File: config.mk
export PLATFORM = sky130hd
export DESIGN_NAME = serial_audio_rx
export DESIGN_NICKNAME = d
export VERILOG_FILES = /design/src/rtl/sar_pkg.sv /design/src/rtl/sar_sync.sv /design/src/rtl/sar_frame_ctl.sv /design/src/rtl/sar_shift.sv /design/src/rtl/serial_audio_rx.sv
export SDC_FILE = /design/constraint.sdc
export NUM_CORES = 1
export LEC_CHECK = 0
export BUFFER_PORTS_ARGS = -buffer_cell sky130_fd_sc_hd__buf_2
export CAP_MARGIN = 20
export CORE_MARGIN = 3
export CORE_UTILIZATION = 55
export CTS_BUF_LIST = sky130_fd_sc_hd__clkbuf_16
export CTS_CLUSTER_DIAMETER = 40
export DETAILED_ROUTE_END_ITERATION = 10
export MAX_ROUTING_LAYER = met4
export PLACE_DENSITY = 0.85
export SLEW_MARGIN = 15
export SYNTH_ARGS = -nofsm -noshare
export SYNTH_HDL_FRONTEND = slang
export SYNTH_HIERARCHICAL = 1
export SYNTH_SLANG_ARGS = --single-unit
File: constraint.sdc
create_clock -name clk_i -period 3.46 [get_ports clk_i]
set_clock_uncertainty 0.1 [all_clocks]
set_input_delay 0.692 -clock clk_i [delete_from_list [all_inputs] [get_ports clk_i]]
set_output_delay 0.692 -clock clk_i [all_outputs]
set_load 0.005 [all_outputs]
File: src/rtl/sar_pkg.sv
package sar_pkg;
  localparam int unsigned WORD_W  = 24;
  localparam int unsigned SHORT_W = 16;

  typedef enum logic [1:0] {
    FMT_LJ   = 2'd0,
    FMT_I2S  = 2'd1,
    FMT_RJ16 = 2'd2,
    FMT_RJ24 = 2'd3
  } fmt_e;

  function automatic int unsigned min_bits(fmt_e f);
    case (f)
      FMT_LJ:   return SHORT_W;
      FMT_I2S:  return SHORT_W + 1;
      FMT_RJ16: return SHORT_W;
      default:  return WORD_W;
    endcase
  endfunction

  function automatic logic ch_is_right(fmt_e f, logic lr);
    return (f == FMT_I2S) ? lr : ~lr;
  endfunction
endpackage

File: src/rtl/sar_sync.sv
module sar_sync #(
  parameter int unsigned STAGES = 2
) (
  input  logic clk_i,
  input  logic rst_ni,
  input  logic sclk_i,
  input  logic lrck_i,
  input  logic sdin_i,
  output logic rise_o,
  output logic lrck_o,
  output logic sdin_o
);
  logic [2:0] last;
  logic       sclk_d;

  for (genvar g = 0; g < STAGES; g++) begin : g_stg
    logic [2:0] q;
    logic [2:0] d;
    if (g == 0) begin : g_first
      assign d = {sclk_i, lrck_i, sdin_i};
    end else begin : g_next
      assign d = g_stg[g-1].q;
    end
    always_ff @(posedge clk_i or negedge rst_ni) begin
      if (!rst_ni) q <= '0;
      else         q <= d;
    end
  end

  assign last = g_stg[STAGES-1].q;

  always_ff @(posedge clk_i or negedge rst_ni) begin
    if (!rst_ni) sclk_d <= 1'b0;
    else         sclk_d <= last[2];
  end

  assign rise_o = last[2] & ~sclk_d;
  assign lrck_o = last[1];
  assign sdin_o = last[0];

  a_r5_rise_single: assert property (@(posedge clk_i) disable iff (!rst_ni)
    rise_o |=> !rise_o);
endmodule

File: src/rtl/sar_frame_ctl.sv
module sar_frame_ctl
  import sar_pkg::*;
#(
  parameter int unsigned CNT_W = 7
) (
  input  logic             clk_i,
  input  logic             rst_ni,
  input  logic             rise_i,
  input  logic             lrck_i,
  input  fmt_e             fmt_i,
  output logic             bound_o,
  output logic             emit_o,
  output logic             right_o,
  output logic             err_o,
  output fmt_e             fmt_o,
  output logic [CNT_W-1:0] pos_o
);
  localparam logic [CNT_W-1:0] CNT_MAX = '1;

  logic             seen_q, synced_q, lr_q, err_q;
  logic [CNT_W-1:0] cnt_q;
  fmt_e             fmt_q;
  logic             close, enough, drop;

  assign bound_o = rise_i && seen_q && (lrck_i != lr_q);
  assign close   = bound_o && synced_q;
  assign enough  = int'(cnt_q) >= int'(min_bits(fmt_q));
  assign emit_o  = close && enough;
  assign drop    = close && !enough;

  always_ff @(posedge clk_i or negedge rst_ni) begin
    if (!rst_ni) begin
      seen_q   <= 1'b0;
      synced_q <= 1'b0;
      lr_q     <= 1'b0;
      err_q    <= 1'b0;
      cnt_q    <= '0;
      fmt_q    <= FMT_LJ;
    end else if (rise_i) begin
      seen_q <= 1'b1;
      lr_q   <= lrck_i;
      if (drop) err_q <= 1'b1;
      if (bound_o) begin
        synced_q <= 1'b1;
        fmt_q    <= fmt_i;
        cnt_q    <= CNT_W'(1);
      end else if (cnt_q != CNT_MAX) begin
        cnt_q <= cnt_q + CNT_W'(1);
      end
    end
  end

  assign right_o = ch_is_right(fmt_q, lr_q);
  assign err_o   = err_q;
  assign fmt_o   = fmt_q;
  assign pos_o   = cnt_q;

  a_r8_err_sticky: assert property (@(posedge clk_i) disable iff (!rst_ni)
    err_q |=> err_q);
  a_r9_fmt_only_at_edge: assert property (@(posedge clk_i) disable iff (!rst_ni)
    !$stable(fmt_q) |-> $past(bound_o));
endmodule

File: src/rtl/sar_shift.sv
module sar_shift
  import sar_pkg::*;
#(
  parameter int unsigned CNT_W = 7
) (
  input  logic              clk_i,
  input  logic              rst_ni,
  input  logic              rise_i,
  input  logic              sdin_i,
  input  logic              bound_i,
  input  fmt_e              fmt_new_i,
  input  fmt_e              fmt_cur_i,
  input  logic [CNT_W-1:0]  pos_i,
  output logic [WORD_W-1:0] word_o
);
  localparam int unsigned IDX_W = $clog2(WORD_W);

  logic [WORD_W-1:0] sh_q, acc_q;
  logic [IDX_W-1:0]  wr_idx;
  logic              wr_en;
  int                k;

  always_comb begin
    k      = int'(pos_i) - ((fmt_cur_i == FMT_I2S) ? 1 : 0);
    wr_en  = !bound_i && (fmt_cur_i == FMT_LJ || fmt_cur_i == FMT_I2S)
             && k >= 0 && k < int'(WORD_W);
    wr_idx = wr_en ? IDX_W'(int'(WORD_W) - 1 - k) : '0;
  end

  always_ff @(posedge clk_i or negedge rst_ni) begin
    if (!rst_ni) begin
      sh_q  <= '0;
      acc_q <= '0;
    end else if (rise_i) begin
      sh_q <= {sh_q[WORD_W-2:0], sdin_i};
      if (bound_i)
        acc_q <= (fmt_new_i == FMT_LJ) ? {sdin_i, {(WORD_W-1){1'b0}}} : '0;
      else if (wr_en)
        acc_q[wr_idx] <= sdin_i;
    end
  end

  always_comb begin
    case (fmt_cur_i)
      FMT_RJ16: word_o = {sh_q[SHORT_W-1:0], {(WORD_W-SHORT_W){1'b0}}};
      FMT_RJ24: word_o = sh_q;
      default:  word_o = acc_q;
    endcase
  end

  a_r1_lj_msb_first: assert property (@(posedge clk_i) disable iff (!rst_ni)
    (rise_i && bound_i && fmt_new_i == FMT_LJ) |=> acc_q[WORD_W-1] == $past(sdin_i));
endmodule

File: src/rtl/serial_audio_rx.sv
module serial_audio_rx
  import sar_pkg::*;
#(
  parameter int unsigned SYNC_STAGES = 2,
  parameter int unsigned CNT_W       = 7
) (
  input  logic        clk_i,
  input  logic        rst_ni,
  input  logic        sclk_i,
  input  logic        lrck_i,
  input  logic        sdin_i,
  input  logic [1:0]  fmt_i,
  output logic [23:0] sample_o,
  output logic        right_o,
  output logic        valid_o,
  output logic        err_o
);
  logic              rise, lrck_s, sdin_s, bound, emit, right_c;
  fmt_e              fmt_cur, out_fmt_q;
  logic [CNT_W-1:0]  pos;
  logic [WORD_W-1:0] word;
  logic [WORD_W-1:0] sample_q;
  logic              right_q, valid_q;

  sar_sync #(.STAGES(SYNC_STAGES)) u_sync (
    .clk_i, .rst_ni, .sclk_i, .lrck_i, .sdin_i,
    .rise_o(rise), .lrck_o(lrck_s), .sdin_o(sdin_s)
  );

  sar_frame_ctl #(.CNT_W(CNT_W)) u_ctl (
    .clk_i, .rst_ni, .rise_i(rise), .lrck_i(lrck_s), .fmt_i(fmt_e'(fmt_i)),
    .bound_o(bound), .emit_o(emit), .right_o(right_c), .err_o(err_o),
    .fmt_o(fmt_cur), .pos_o(pos)
  );

  sar_shift #(.CNT_W(CNT_W)) u_shift (
    .clk_i, .rst_ni, .rise_i(rise), .sdin_i(sdin_s), .bound_i(bound),
    .fmt_new_i(fmt_e'(fmt_i)), .fmt_cur_i(fmt_cur), .pos_i(pos), .word_o(word)
  );

  always_ff @(posedge clk_i or negedge rst_ni) begin
    if (!rst_ni) begin
      sample_q  <= '0;
      right_q   <= 1'b0;
      valid_q   <= 1'b0;
      out_fmt_q <= FMT_LJ;
    end else begin
      valid_q <= emit;
      if (emit) begin
        sample_q  <= word;
        right_q   <= right_c;
        out_fmt_q <= fmt_cur;
      end
    end
  end

  assign sample_o = sample_q;
  assign right_o  = right_q;
  assign valid_o  = valid_q;

  a_r6_valid_pulse: assert property (@(posedge clk_i) disable iff (!rst_ni)
    valid_o |=> !valid_o);
  a_r3_rj16_low_zero: assert property (@(posedge clk_i) disable iff (!rst_ni)
    (valid_o && out_fmt_q == FMT_RJ16) |-> sample_o[7:0] == 8'h00);
  a_r7_no_strobe_on_err: assert property (@(posedge clk_i) disable iff (!rst_ni)
    $rose(err_o) |-> !valid_o);
endmodule

---- Word level (Yosys, flattened, before mapping) ----
Cells that the tools add are included.
storage, ports and cells
  output and inout bits ................... 27
  bits in writable memories ............... 0
  logic and storage cells ................. 64
  register bits after elaboration ......... 94
  latch bits .............................. 0
  bits in read-only memories .............. 0
  memories ................................ 0
  input bits .............................. 7
operators by class
  bitwise gates (word level) .............. 3
  $add $sub $neg .......................... 3
  divide/modulo/power cells ............... 0
  multiplexer cells ....................... 13
  $mul .................................... 0
  shift-type cells ........................ 0
  reductions and logical operators ........ 21
  eq/ne operators ......................... 5
  $lt $le $gt $ge ......................... 5
operators with widths
  cell                                                                number
  2-to-1 mux 24 bit                                                   3
  case mux 24 bit (2 select lines)                                    1
  greater-or-equal comparator 32 x 1 -> 1 bit, second input constant  1
  less-than comparator 32 x 6 -> 1 bit, second input constant         1
  bitwise mux 24 bit                                                  1
  2-to-1 mux 7 bit                                                    2
  logical AND 1 bit                                                   9
  case mux 4 bit (2 select lines)                                     1
  AND reduction 2 bit                                                 4
  subtractor 7 x 1 -> 8 bit                                           1
  adder 7 x 1 -> 7 bit, second input constant                         1
  greater-or-equal comparator 7 x 5 -> 1 bit                          1
  != test 7 bit, second input constant                                1
  less-than comparator 5 x 6 -> 1 bit, second input constant          1
  demux 1 bit (select 5 bit)                                          1
  greater-or-equal comparator 5 x 1 -> 1 bit, second input constant   1
  2-to-1 mux 5 bit                                                    1
  subtractor 5 bit, first input constant                              1
  equality test 2 bit, second input constant                          2
  zero test 2 bit                                                     2
  nonzero test 2 bit                                                  2
  2-to-1 mux 1 bit                                                    3
  equality test 2 x 1 -> 1 bit, second input constant                 1
  zero test 1 bit                                                     2
  other kinds (5)                                                     6

---- Longest topological paths before layout ----
  depth in word-level cells ............... 16
  mapped depth ............................ 13
  mapped depth without buffers ............ 9

---- Hierarchy ----
Netlist, hierarchy kept.
by module, submodules not included
  module           cells each  area an instance (um^2)  sequential area each (um^2)  instances
  sar_shift        311         2966.6                   1201.2                       1
  serial_audio_rx  54          1058.5                   650.6                        1
  sar_frame_ctl    70          732.0                    325.3                        1
  sar_sync         8           188.9                    175.2                        1

---- Worst setup path after synthesis ----
Ideal clock, no wire load.
  kind .................................... reg2reg
  start point ............................. reg u_ctl.fmt_q[0] (netlist: u_ctl/fmt_o[0])
  end point ............................... reg u_shift.acc_q[19]
  cell stages (with the launch flop) ...... 14
  setup time .............................. 0.124 ns
  required time ........................... 3.236 ns
  data arrival time ....................... 3.551 ns
  path slack .............................. -0.315 ns
  cells stage by stage .................... dfrtp_1 > clkbuf_1 > buf_1 > nor2b_1 > ha_1 > ha_1 > or4b_4 > o21ai_2 > and4_1 > buf_6 > nand2_4 > buf_6 > o311a_1 > a211o_1
on the way
  cells in the longest elaborated chain, start to end .. 14
  elaborated cells on any way between the ends .. 22
  those cells by class .................... add/sub: 2; order compare: 4; eq/ne: 1; mux: 7; reduce/logical: 8
RTL lines
  item                                                                                                                     line                              text
  start: declaration                                                                                                       sar_frame_ctl.sv:22               fmt_e fmt_q;
  start signal: assignment                                                                                                 sar_frame_ctl.sv:45               fmt_q <= fmt_i;
  equality test 2 x 1 -> 1 bit                                                                                             sar_shift.sv:24, sar_shift.sv:25
  2-to-1 mux 1 bit                                                                                                         sar_shift.sv:24                   k = int'(pos_i) - ((fmt_cur_i == FMT_I2S) ? 1 : 0);
  subtractor 7 x 1 -> 8 bit                                                                                                sar_shift.sv:24
  greater-or-equal comparator 32 x 1 -> 1 bit                                                                              sar_shift.sv:26                   && k >= 0 && k < int'(WORD_W);
  logical AND 1 bit (2 in a row)                                                                                           sar_shift.sv:26
  2-to-1 mux 5 bit                                                                                                         sar_shift.sv:27                   wr_idx = wr_en ? IDX_W'(int'(WORD_W) - 1 - k) : '0;
  less-than comparator 5 x 6 -> 1 bit (implied by the code) or greater-or-equal comparator 5 x 1 -> 1 bit (tied branches)  sar_shift.sv:39                   acc_q[wr_idx] <= sdin_i;
  logical AND 1 bit (implied by the code)                                                                                  sar_shift.sv:39
  2-to-1 mux 1 bit (implied by the code)                                                                                   sar_shift.sv:39
  demux 1 bit (select 5 bit)                                                                                               n/a
  bitwise mux 24 bit                                                                                                       sar_shift.sv:39
  2-to-1 mux 24 bit                                                                                                        sar_shift.sv:38                   else if (wr_en)
  2-to-1 mux 24 bit                                                                                                        sar_shift.sv:36                   if (bound_i)
  end signal: assignment                                                                                                   sar_shift.sv:37                   acc_q <= (fmt_new_i == FMT_LJ) ? {sdin_i, {(WORD_W-1){1'b0}}} : '0;
  end signal: indexed assignment                                                                                           sar_shift.sv:39
  end: declaration                                                                                                         sar_shift.sv:18                   logic [WORD_W-1:0] sh_q, acc_q;
Several ways; a longest one is shown, not always the timed one. The select of a mux whose other input is x is not followed.
A chain may end at the register's enable or synchronous reset.

---- Worst setup path after layout ----
  start point ............................. reg u_ctl.fmt_q[1] (netlist: u_ctl/fmt_o[1])
  end point ............................... reg u_shift.acc_q[19]
The elaborated chain is that of the path after synthesis.

==> results.cfg <==
[global_routing]
grt_pass1_wl_mm = 18.55
gr-total-overflow = 0
track_usage_pct = 23.96
grt_max_degree = 57
antenna_found_initial = 0
grt_pass1_vias = 3632

[setup_path]
crit_family = simple AND/OR/NAND/NOR gates
cp.arrival_ns = 3.37
end_kind = flip-flop
worstPathMaxFanout = 8
cp_data_required_time_ns = 3.59
crit_chain = nor2b_1 > ha_1 > ha_1 > or4b_4 > o21ai_2 > and4_1 > nand2_1 > o311a_1 > a211o_1
critPathSlowestCell = or4b_4
crit_buf_inv = 0
cpMostUsedCell = ha_1
cp-start-kind = flip-flop
slowest_delay_ns = 0.51
path_class = flip-flop to flip-flop

[power_and_ir_drop]
p_leak_nw = 2.497
power.density_nw_per_um2 = 705.8
power_mw = 3.842
vdd_drop_max_v = 0.0003678

[final_layout]
final_cell_mix = dfrtp_1 (94), buf_2 (32), mux2_2 (29)
final_core_util_pct = 64.32
multi_input_area_um2 = 2360
final_common_cell = dfrtp_1
drive_above_1_share_pct = 26.32
area_delta_synth_final_pct = 10.07
fillers = 614
stdcell_area_um2 = 5444
final-seq-area_um2 = 2352
final_nets = 482
n_antenna_cell = 0

[clock_network]
cts_hold_buf = 0
clock-sinks = 94
cts_buffers = 9
cts_resized = 0
clock_path_buffers = 2
post-cts-setup-buffers = 0
cts-root-buf = clkbuf_16
clk_pin_slew_ns = 0.07
cts_tree = done
clock_latency_ns = 0.35
cts_max_level = 3

[placement]
dpl-instance-area_um2 = 5139
numPortBuffers = 33
hpwl_mm = 7.511
routabilityCongestion = 0.9227

[floorplan]
die_y_um = 100.8
row_count = 33
design.portCount = 34
core_um2 = 8464
die_w_um = 100.8
dieArea_um2 = 10170
start_util_pct = 58.43

[detailed_routing]
num_vias = 3669
detail-route-antenna-nets = 0
firstDrtPassIters = 6
wl_met2_mm = 5.564
highest_layer = met4
first_iter_violations = 446
drt-met1-wl_mm = 4.769
routed_wl_mm = 11.19
drcViolationCount = 0
dr_wl_met3_um = 610
wire_per_inst_um = 19.29
avgViaCountPerCell = 6.326

[logic_synthesis]
synth_cell_type_count = 63
synth-main-ff-cell = dfrtp_1
netlist_area_um2 = 4946
synthesis.nets = 455
ys_seq_area_share_pct = 47.56
synth_edf_count = 0
yosys_warnings = 6
synthCells = 443
async_flop_share_pct = 100.0
avgSynthCellArea_um2 = 11.16
synth_seq_cells = 94

[timing]
post-route-period-util_pct = 93.57
period_minus_slack_ns = 3.237
setup_viol = 0
tightest_slew_ns = 0.7364
final-max-slew-violation-count = 0
fmax_ghz = 0.3089
hold_violations = 0
rsz0062_at_grt = yes
max_slew_margin_pct = 50.76

[hold_path]
hold_class = flip-flop to flip-flop

[outcome]
status = completed

[job]
max_cap_viol_count = 0
-- kinds of logic (layout without fill, tap and decap cells) --
| group | Yosys count | count (layout) | share of synthesized area [%] |
|---|---|---|---|
| AO/OA/AOI/OAI | 110 | 110 | 15.38 |
| XOR/XNOR | 4 | 4 | 0.8603 |
| adder cells (fa/ha/maj) | 5 | 5 | 1.265 |
| buffers and inverters | 43 | 75 | 4.882 |
| flip-flops | 94 | 94 | 47.56 |
| multiplexers | 74 | 74 | 17.94 |
| AND/OR/NAND/NOR | 113 | 113 | 12.12 |
-- registers in the layout, summed over array words and instances, names as in the netlist --
register,count
u_ctl/seen_q,1
u_ctl/fmt_o,2
sample_o,24
u_ctl/lr_q,1
u_ctl/pos_o,7
u_sync/g_stg.q,6
u_shift/acc_q,24
u_sync/sclk_d,1
u_ctl/err_o,1
valid_o,1
right_o,1
u_shift/sh_q,24
u_ctl/synced_q,1
-- final cells by class --
cell class | instances | area share [%]
Inverter | 18 | 1.241
Multi-Input combinational cell | 306 | 43.35
Clock inverter | 7 | 1.471
Clock buffer | 9 | 4.137
Timing Repair Buffer | 41 | 4.183
Sequential cell | 94 | 43.21
Tap cell | 105 | 2.413
-- worst reg2reg max path, stage by stage, from the launching register on --
cell	delay [ns]
dfrtp_1	0.38
nor2b_1	0.12
ha_1	0.23
ha_1	0.31
or4b_4	0.51
o21ai_2	0.15
and4_1	0.41
nand2_1	0.24
o311a_1	0.38
a211o_1	0.29
-- per-stage QoR --
| stage | setup TNS, ns | hold WS (ns) | setup slack [ns] | cells |
|---|---|---|---|---|
| final | 0 | 0.2543 | 0.2226 | 580 |
| after floorplan | 0 | 0.2312 | 0.03796 | 443 |
| after global routing | -0.001061 | 0.2689 | -0.001061 | 580 |
| after detailed placement | 0 | 0.2433 | 0.2863 | 564 |
| after CTS | 0 | 0.2608 | 0.2459 | 580 |
| after global placement | 0 | 0.2327 | 0.4130 | 564 |
-- per-layer routing --
layer  vias up  global-route usage, %
met3        32                  4.775
li1       1679                      -
met4         0                  7.979
met2       144                  38.48
met1      1814                  30.48
met5         -                      -
-- final timing paths --
kind | cells past startpoint | slack (ns) | from | end
worst max-delay path | 9 | 0.22 | u_ctl/fmt_o[1] | u_shift/acc_q[19]
worst min-delay path | 0 | 0.25 | u_sync/g_stg[0].q[1] | u_sync/g_stg[1].q[1]
worst max register to register | 9 | 0.22 | u_ctl/fmt_o[1] | u_shift/acc_q[19]
worst min register to register | 0 | 0.25 | u_sync/g_stg[0].q[1] | u_sync/g_stg[1].q[1]
max in group asynchronous | 2 | 2.23 | rst_ni | sample_o[13]
min in group asynchronous | 1 | 0.29 | rst_ni | u_shift/acc_q[6]
-- cell usage after synthesis (all sizes together), types with 2 or more instances --
library cell	instances	share of area (%)
o22ai	3	0.38
o311a	5	1.0
o211ai	6	0.91
nor2b	8	1.2
a211o	5	0.89
o21ai	27	2.9
a41oi	2	0.35
a21o	3	0.46
nor2	26	2.1
ha	5	1.3
a211oi	4	0.71
or3	3	0.38
inv	17	1.3
and4	2	0.35
dfrtp	94	48
nand3	5	0.51
o31ai	9	1.4
nor4	2	0.25
mux2i	23	4.7
buf	11	2.5
or2	6	0.76
a21oi	28	2.9
a31oi	3	0.38
nand2	28	2.3
a221o	2	0.40
xnor2	3	0.68
o311ai	4	1.1
nor3	12	1.3
mux2	51	13
o211a	2	0.40
nand2b	5	0.63
nor3b	2	0.30
clkbuf	14	1.1
and2	4	0.51
nand4	6	0.76
-- report_power, final --
group / switching, mW / internal, mW / total [mW] / leakage [nW]
Sequential: 0.236 / 1.31 / 1.54 / 1.20
Combinational: 0.765 / 0.545 / 1.31 / 1.15
Clock: 0.477 / 0.512 / 0.989 / 0.145
Power figures use the tool's default switching activity.
